===== config.mk =====
export PLATFORM = sky130hd
export DESIGN_NAME = serial_frame_rx
export DESIGN_NICKNAME = d
export VERILOG_FILES = /design/src/rtl/frame_rx_pkg.sv /design/src/rtl/frame_rx_fsm.sv /design/src/rtl/frame_rx_payload.sv /design/src/rtl/serial_frame_rx.sv
export SDC_FILE = /design/constraint.sdc
export NUM_CORES = 1
export LEC_CHECK = 0
export ABC_CLOCK_PERIOD_IN_PS = 1600
export BUFFER_PORTS_ARGS = -buffer_cell sky130_fd_sc_hd__buf_2
export CAP_MARGIN = 20
export CELL_PAD_IN_SITES_DETAIL_PLACEMENT = 0
export CELL_PAD_IN_SITES_GLOBAL_PLACEMENT = 1
export CORE_AREA = 2 2 39 41
export CTS_BUF_LIST = sky130_fd_sc_hd__clkbuf_16
export DETAILED_ROUTE_END_ITERATION = 16
export DIE_AREA = 0 0 41 43
export PLACE_DENSITY = 0.6
export SYNTH_ARGS = -nofsm -noshare
export SYNTH_HDL_FRONTEND = slang
export SYNTH_HIERARCHICAL = 1
export SYNTH_SLANG_ARGS = --single-unit

===== constraint.sdc =====
create_clock -name clk -period 1.6 [get_ports clk]
set_input_delay 0.24 -clock clk [delete_from_list [all_inputs] [get_ports clk]]
set_output_delay 0.24 -clock clk [all_outputs]
set_load 0.01 [all_outputs]

===== src/rtl/frame_rx_pkg.sv =====
package frame_rx_pkg;

    localparam int unsigned STATE_W = 6;
    localparam int unsigned PAY_W   = 2;

    typedef enum logic [STATE_W-1:0] {
        ST_IDLE    = 6'b000001,
        ST_START2  = 6'b000010,
        ST_PAYHI   = 6'b000100,
        ST_PAYLO   = 6'b001000,
        ST_PAREVEN = 6'b010000,
        ST_PARODD  = 6'b100000
    } rx_state_e;

endpackage


===== src/rtl/frame_rx_fsm.sv =====
module frame_rx_fsm
    import frame_rx_pkg::*;
(
    input  logic      clk,
    input  logic      rst,
    input  logic      din,
    input  logic      hi_bit,
    output rx_state_e state,
    output logic      result,
    output logic      cap_hi,
    output logic      cap_lo
);

    rx_state_e state_q;
    rx_state_e state_d;

    // State register
    always_ff @(posedge clk) begin
        if (rst) begin
            state_q <= ST_IDLE;
        end else begin
            state_q <= state_d;
        end
    end

    // Next-state logic
    always_comb begin
        state_d = ST_IDLE;
        unique case (state_q)
            ST_IDLE:    state_d = din ? ST_START2 : ST_IDLE;
            ST_START2:  state_d = din ? ST_PAYHI  : ST_IDLE;
            ST_PAYHI:   state_d = ST_PAYLO;
            ST_PAYLO:   state_d = (hi_bit ^ din) ? ST_PARODD : ST_PAREVEN;
            ST_PAREVEN: state_d = ST_IDLE;
            ST_PARODD:  state_d = ST_IDLE;
            default:    state_d = ST_IDLE;
        endcase
    end

    // Outputs (Mealy)
    always_comb begin
        result = 1'b0;
        cap_hi = 1'b0;
        cap_lo = 1'b0;
        unique case (state_q)
            ST_IDLE:    result = 1'b0;
            ST_START2:  result = 1'b0;
            ST_PAYHI:   cap_hi = 1'b1;
            ST_PAYLO:   cap_lo = 1'b1;
            ST_PAREVEN: result = din;
            ST_PARODD:  result = ~din;
            default:    result = 1'b0;
        endcase
    end

    assign state = state_q;

endmodule


===== src/rtl/frame_rx_payload.sv =====
module frame_rx_payload
    import frame_rx_pkg::*;
(
    input  logic             clk,
    input  logic             rst,
    input  logic             din,
    input  logic             cap_hi,
    input  logic             cap_lo,
    output logic [PAY_W-1:0] data
);

    logic [PAY_W-1:0] data_q;

    always_ff @(posedge clk) begin
        if (rst) begin
            data_q <= '0;
        end else begin
            if (cap_hi) data_q[PAY_W-1] <= din;
            if (cap_lo) data_q[0]       <= din;
        end
    end

    assign data = data_q;

endmodule


===== src/rtl/serial_frame_rx.sv =====
module serial_frame_rx
    import frame_rx_pkg::*;
(
    input  logic       clk,
    input  logic       rst,
    input  logic       serial_in,
    output logic       parity_ok,
    output logic [1:0] payload
);

    rx_state_e        state_w;
    logic             cap_hi_w;
    logic             cap_lo_w;
    logic [PAY_W-1:0] data_w;

    frame_rx_fsm u_fsm (
        .clk    (clk),
        .rst    (rst),
        .din    (serial_in),
        .hi_bit (data_w[PAY_W-1]),
        .state  (state_w),
        .result (parity_ok),
        .cap_hi (cap_hi_w),
        .cap_lo (cap_lo_w)
    );

    frame_rx_payload u_pay (
        .clk    (clk),
        .rst    (rst),
        .din    (serial_in),
        .cap_hi (cap_hi_w),
        .cap_lo (cap_lo_w),
        .data   (data_w)
    );

    assign payload = data_w;

endmodule


* After elaboration in Yosys (flattened, before gate mapping) *
Index checks and enable logic that the tools add are counted.

operators by class
  bitwise logic cells = 2
  equality and inequality tests = 6
  multiplexer cells = 7

operator list
  operator                                                                count
  6-bit one-hot mux with 4 select lines                                   1
  6-bit by 1-bit equality test with 1-bit output (second input constant)  1
  6-bit by 2-bit equality test with 1-bit output (second input constant)  1
  6-bit by 3-bit equality test with 1-bit output (second input constant)  1
  6-bit by 4-bit equality test with 1-bit output (second input constant)  1
  6-bit by 5-bit equality test with 1-bit output (second input constant)  1
  6-bit equality test (second input constant)                             1
  6-bit two-way mux                                                       1
  3-bit two-way mux                                                       1
  1-bit two-way mux                                                       2
  2-bit two-way mux                                                       1
  1-bit one-hot mux with 2 select lines                                   1
  1-bit inverter                                                          1
  1-bit XOR                                                               1

word-level totals
  bits in registers = 8
  input port bits = 3
  output and inout bits = 3

* Logic depth before layout (Yosys ltp) *
  depth in word-level cells = 3
  gate-level depth with buffers = 5

* By module *
The synthesis kept the hierarchy.

modules (own cells, without submodules)
  module            area an instance (um^2)  cells each  instances
  frame_rx_fsm      272.8                    27          1
  frame_rx_payload  67.6                     6           1

* Worst setup path after synthesis *
OpenSTA, ideal clock, no wires.

  path type = reg2reg
  start point = reg u_fsm.state_q[1], in the netlist u_fsm/state[1]
  end point = reg u_pay.data_q[0], in the netlist u_pay/data[0]
  path slack = 171 ps
  library setup time = 114 ps
  clock period less this slack = 1,429 ps
  buffers on the path = 1
  cell stages (with the launch flop) = 6
  arrival time = 1,315 ps
  cell sequence = dfxtp_1 > or4_1 > buf_2 > nor2_1 > mux2i_1 > nor2_1

between the ends
  longest elaborated chain between the ends = 2

RTL lines
  item                                            line                    RTL
  start: declaration                              frame_rx_fsm.sv:14      rx_state_e state_q;
  start signal: assignment                        frame_rx_fsm.sv:22      state_q <= state_d;
  6-bit by 4-bit equality test with 1-bit output  frame_rx_fsm.sv:45      unique case (state_q)
  1-bit two-way mux                               frame_rx_fsm.sv:45
  via cap_lo_w                                    serial_frame_rx.sv:13   logic cap_lo_w;
  end signal: indexed assignment                  frame_rx_payload.sv:18  if (cap_hi) data_q[PAY_W-1] <= din;
  end signal: assignment                          frame_rx_payload.sv:19  if (cap_lo) data_q[0] <= din;
  end: declaration                                frame_rx_payload.sv:12  logic [PAY_W-1:0] data_q;

The timed path passes the listed nets, and every way through them passes these cells.
A chain may end at the register's enable or synchronous reset.

* Worst setup path in the final report *
  start point = reg u_fsm.state_q[1], in the netlist u_fsm/state[1]
  end point = out parity_ok

between the ends
  longest elaborated chain between the ends = 2
  elaborated cells between the ends (all ways) = 3

RTL lines
  item                                                                                          line                  RTL
  6-bit equality test / 6-bit by 5-bit equality test with 1-bit output (equally long branches)  frame_rx_fsm.sv:45
  1-bit one-hot mux with 2 select lines *                                                       frame_rx_fsm.sv:45
  end: declaration                                                                              serial_frame_rx.sv:7  output logic parity_ok,

Every way passes the cells marked *; elsewhere a longest branch is shown, timed or not.

==> qor.txt <==
outcome -> finished, final reports clean
largest clock skew in the final design -> 0.00145 ns
#FFs+latches synth -> 8
adder and majority gate portion of the synthesized area -> 0
Mapped Cells -> 33
main combinational cell family by area after synthesis -> simple AND/OR/NAND/NOR gates
beginning of the worst hold path -> rst
share of final-layout standard cells stronger than drive strength 1 -> 0.488
clock tree from TritonCTS -> done
nature of the critical path endpoint -> output port
initial drt markers -> 4
CTS Hold Bufs -> 0
Syn-to-layout area delta -> 46.7%
total standard cell area after synthesis -> 340 sq um
number of maximum-capacitance violations -> 0
Compound-Gate Fraction of Synth Area -> 0.0625
post-synthesis net count -> 36
slowest cell delay on critical path -> 0.51 ns
Via Count -> 270
CTS root buffer -> sky130_fd_sc_hd__clkbuf_16
floorplan core area -> 1380 sq um
Initial Utilization -> 0.246
maximum buffer depth of the clock tree -> 2
largest net degree at the start of global routing -> 8
share of the synthesized netlist area taken by xor and xnor gates -> 0.0515
clock sink total -> 8
GP Congestion -> 0.751
multiplexer area fraction after synthesis -> 0.0588
data required time at the worst endpoint -> 1.36 ns
Cells on Worst Hold Path -> 2
register share of total power -> 0.316
critical path fanouts, max -> 2
clock share of power -> 0.624
post-synth top area share -> 0.471
Reg-to-Reg Start -> u_fsm/state[1]$_SDFF_PP0_
slew of the pin with the lowest slew margin -> 0.239 ns
WP data arrival -> 1.30 ns
switching fraction of total power -> 0.166
beginning of the critical path -> u_fsm/state[1]$_SDFF_PP0_
number of placement rows -> 14
number of global-route vias before repair -> 268
die span in x -> 41 um
die height -> 43 um
H-tree lvl count -> 1
internal power of the cells -> 0.000547 W
average detailed-routed wire length per instance -> 11.3 um
number of remaining DRC errors -> 0
mean area per synthesized cell -> 10.3 sq um
number of buffers added by the clock tree synthesis step -> 3
antenna violations before repair -> 0
router iterations before antenna repair -> 3
leading post-synthesis cells by cell area -> sky130_fd_sc_hd__dfxtp_1, sky130_fd_sc_hd__mux2i_1, sky130_fd_sc_hd__xnor2_1, sky130_fd_sc_hd__nand3b_1, sky130_fd_sc_hd__nor2_1
Routed Wire Length -> 667 um
final worst path period need -> 1.54 ns
fraction of power consumed by combinational cells -> 0.060
aggregate global routing overflow -> 0
endpoints failing setup -> 0
Final HPWL DP -> 443 um
clock latency on the worst-skew pair -> 0.23 ns
min-delay worst type -> primary input to flop
crit path kind -> flop to output port
wire length of the first global-routing pass -> 1.01 mm
power density of the placed cells -> 1310 nW/um^2
slowest CP cell -> sky130_fd_sc_hd__or4_4
Setup TNS -> 0 ns
achievable clock frequency -> 648 MHz
post-placement cell area -> 388 sq um
worst-case vdd ir drop -> 587 uV
CP Cell Sequence -> or4_4 > a21oi_1 > buf_2
setup repair after global routing missed its margin -> false
standby leakage power -> 0.173 nW
largest area contributor in the netlist -> sky130_fd_sc_hd__dfxtp_1
sequential cell area fraction in the yosys report -> 0.471
share of synthesized cell area in and, or, nand and nor gates -> 0.342
total I/O pin count -> 6
number of port buffers -> 5
CTS clock-pin slew for the worst setup and hold paths -> 0.04 ns
# diodes -> 0
fin nets -> 48
count of yosys warnings during synthesis -> 6
final antenna-violating net count -> 0
max-slew violation count -> 0
Die Area -> 1760 sq um
Cell variety after synth -> 18
path depth of the worst reg2reg path -> 4
detail-routed via count per cell -> 4.58
post-route design area -> 499 sq um
startpoint type of the worst setup path -> flop
gr usage total -> 0.0854
switching power of the nets -> 0.000109 W
Max transition margin -> 0.840
Final Hold Fails -> 0
period utilisation layout -> 0.964
==> layer usage <==
metal  track usage  wire [um]
met2         0.125        327
met3        0.0157         27
met1         0.106        312
met4        0.0600          0
met5             0          0
==> worst paths after layout <==
kind,slack [ns],end
hold / removal,0.28,u_fsm/state[5]$_SDFF_PP0_
hold reg to reg,0.49,u_pay/data[0]$_SDFFE_PP0P_
setup reg to reg,0.09,u_fsm/state[4]$_SDFF_PP0_
setup / recovery,0.06,parity_ok
==> critical path, delay by kind of cell (launching register included) <==
kind            cells  cell delay (ns)
buf+inv             1             0.14
flops               1             0.31
compound gates      1             0.11
simple gates        1             0.51
==> sequential cells by signal (all words and copies together), names as in the netlist <==
signal       count
u_fsm/state      6
u_pay/data       2
==> cell type report <==
| class | count | area, sq um |
|---|---|---|
| Fill cell | 144 | 885 |
| Multi-Input combinational cell | 24 | 193 |
| Sequential cell | 8 | 164 |
| Clock buffer | 3 | 75.1 |
| Timing Repair Buffer | 8 | 47.5 |
| Tap cell | 16 | 20.0 |
==> cell usage in the layout (no fill, tap or decap), drive strengths merged, types with 2 or more instances in the layout <==
cell type	instances
buf	8
clkbuf	3
dfxtp	8
mux2i	2
nand3b	2
nor2	4
nor3b	2
nor4	2
or4	2
xnor2	2
==> logic make-up (layout without fill, tap and decap cells) <==
group,after synthesis,after routing
AND/OR/NAND/NOR,17,17
buffers and inverters,1,11
AO/OA/AOI/OAI,3,3
flip-flops,8,8
multiplexers,2,2
XOR/XNOR,2,2
==> cell usage after synthesis (all sizes together) <==
master,number
nor3,1
nor4b,1
nor4,2
a211o,1
a21oi,1
xnor2,2
nand2b,1
or4,2
nor2,4
buf,1
or3b,1
nor3b,2
nand3b,2
or2b,1
dfxtp,8
mux2i,2
o21a,1
==> power by group through the flow <==
stage	combinational, W	clock (W)	sequential (W)
CTS	0.0000356	0.000418	0.000208
detailed placement	0.0000259	0	0.000212
global route	0.0000421	0.000430	0.000207
global placement	0.0000255	0	0.000212
floorplan	0.0000164	0	0.000211
finish	0.0000392	0.000409	0.000207
==> through the flow <==
stage / setup slack [ns] / util / cells / power [W] / hold slack [ns]
final: 0.0576 / 0.361 / 59 / 0.000656 / 0.281
after global routing: 0.00160 / 0.361 / 59 / 0.000680 / 0.296
after CTS: 0.0370 / 0.349 / 59 / 0.000661 / 0.268
after detailed placement: 0.110 / 0.280 / 54 / 0.000238 / 0.481
after global placement: 0.131 / 0.280 / 54 / 0.000237 / 0.476
after floorplan: 0.171 / - / 33 / 0.000227 / 0.311
==> timing repair <==
action	CTS	global route
resized for setup	3	5
setup endpoints to repair	1	5
setup buffers	2	0
hold endpoints to repair	0	0
(Power assumes the default switching activity.)
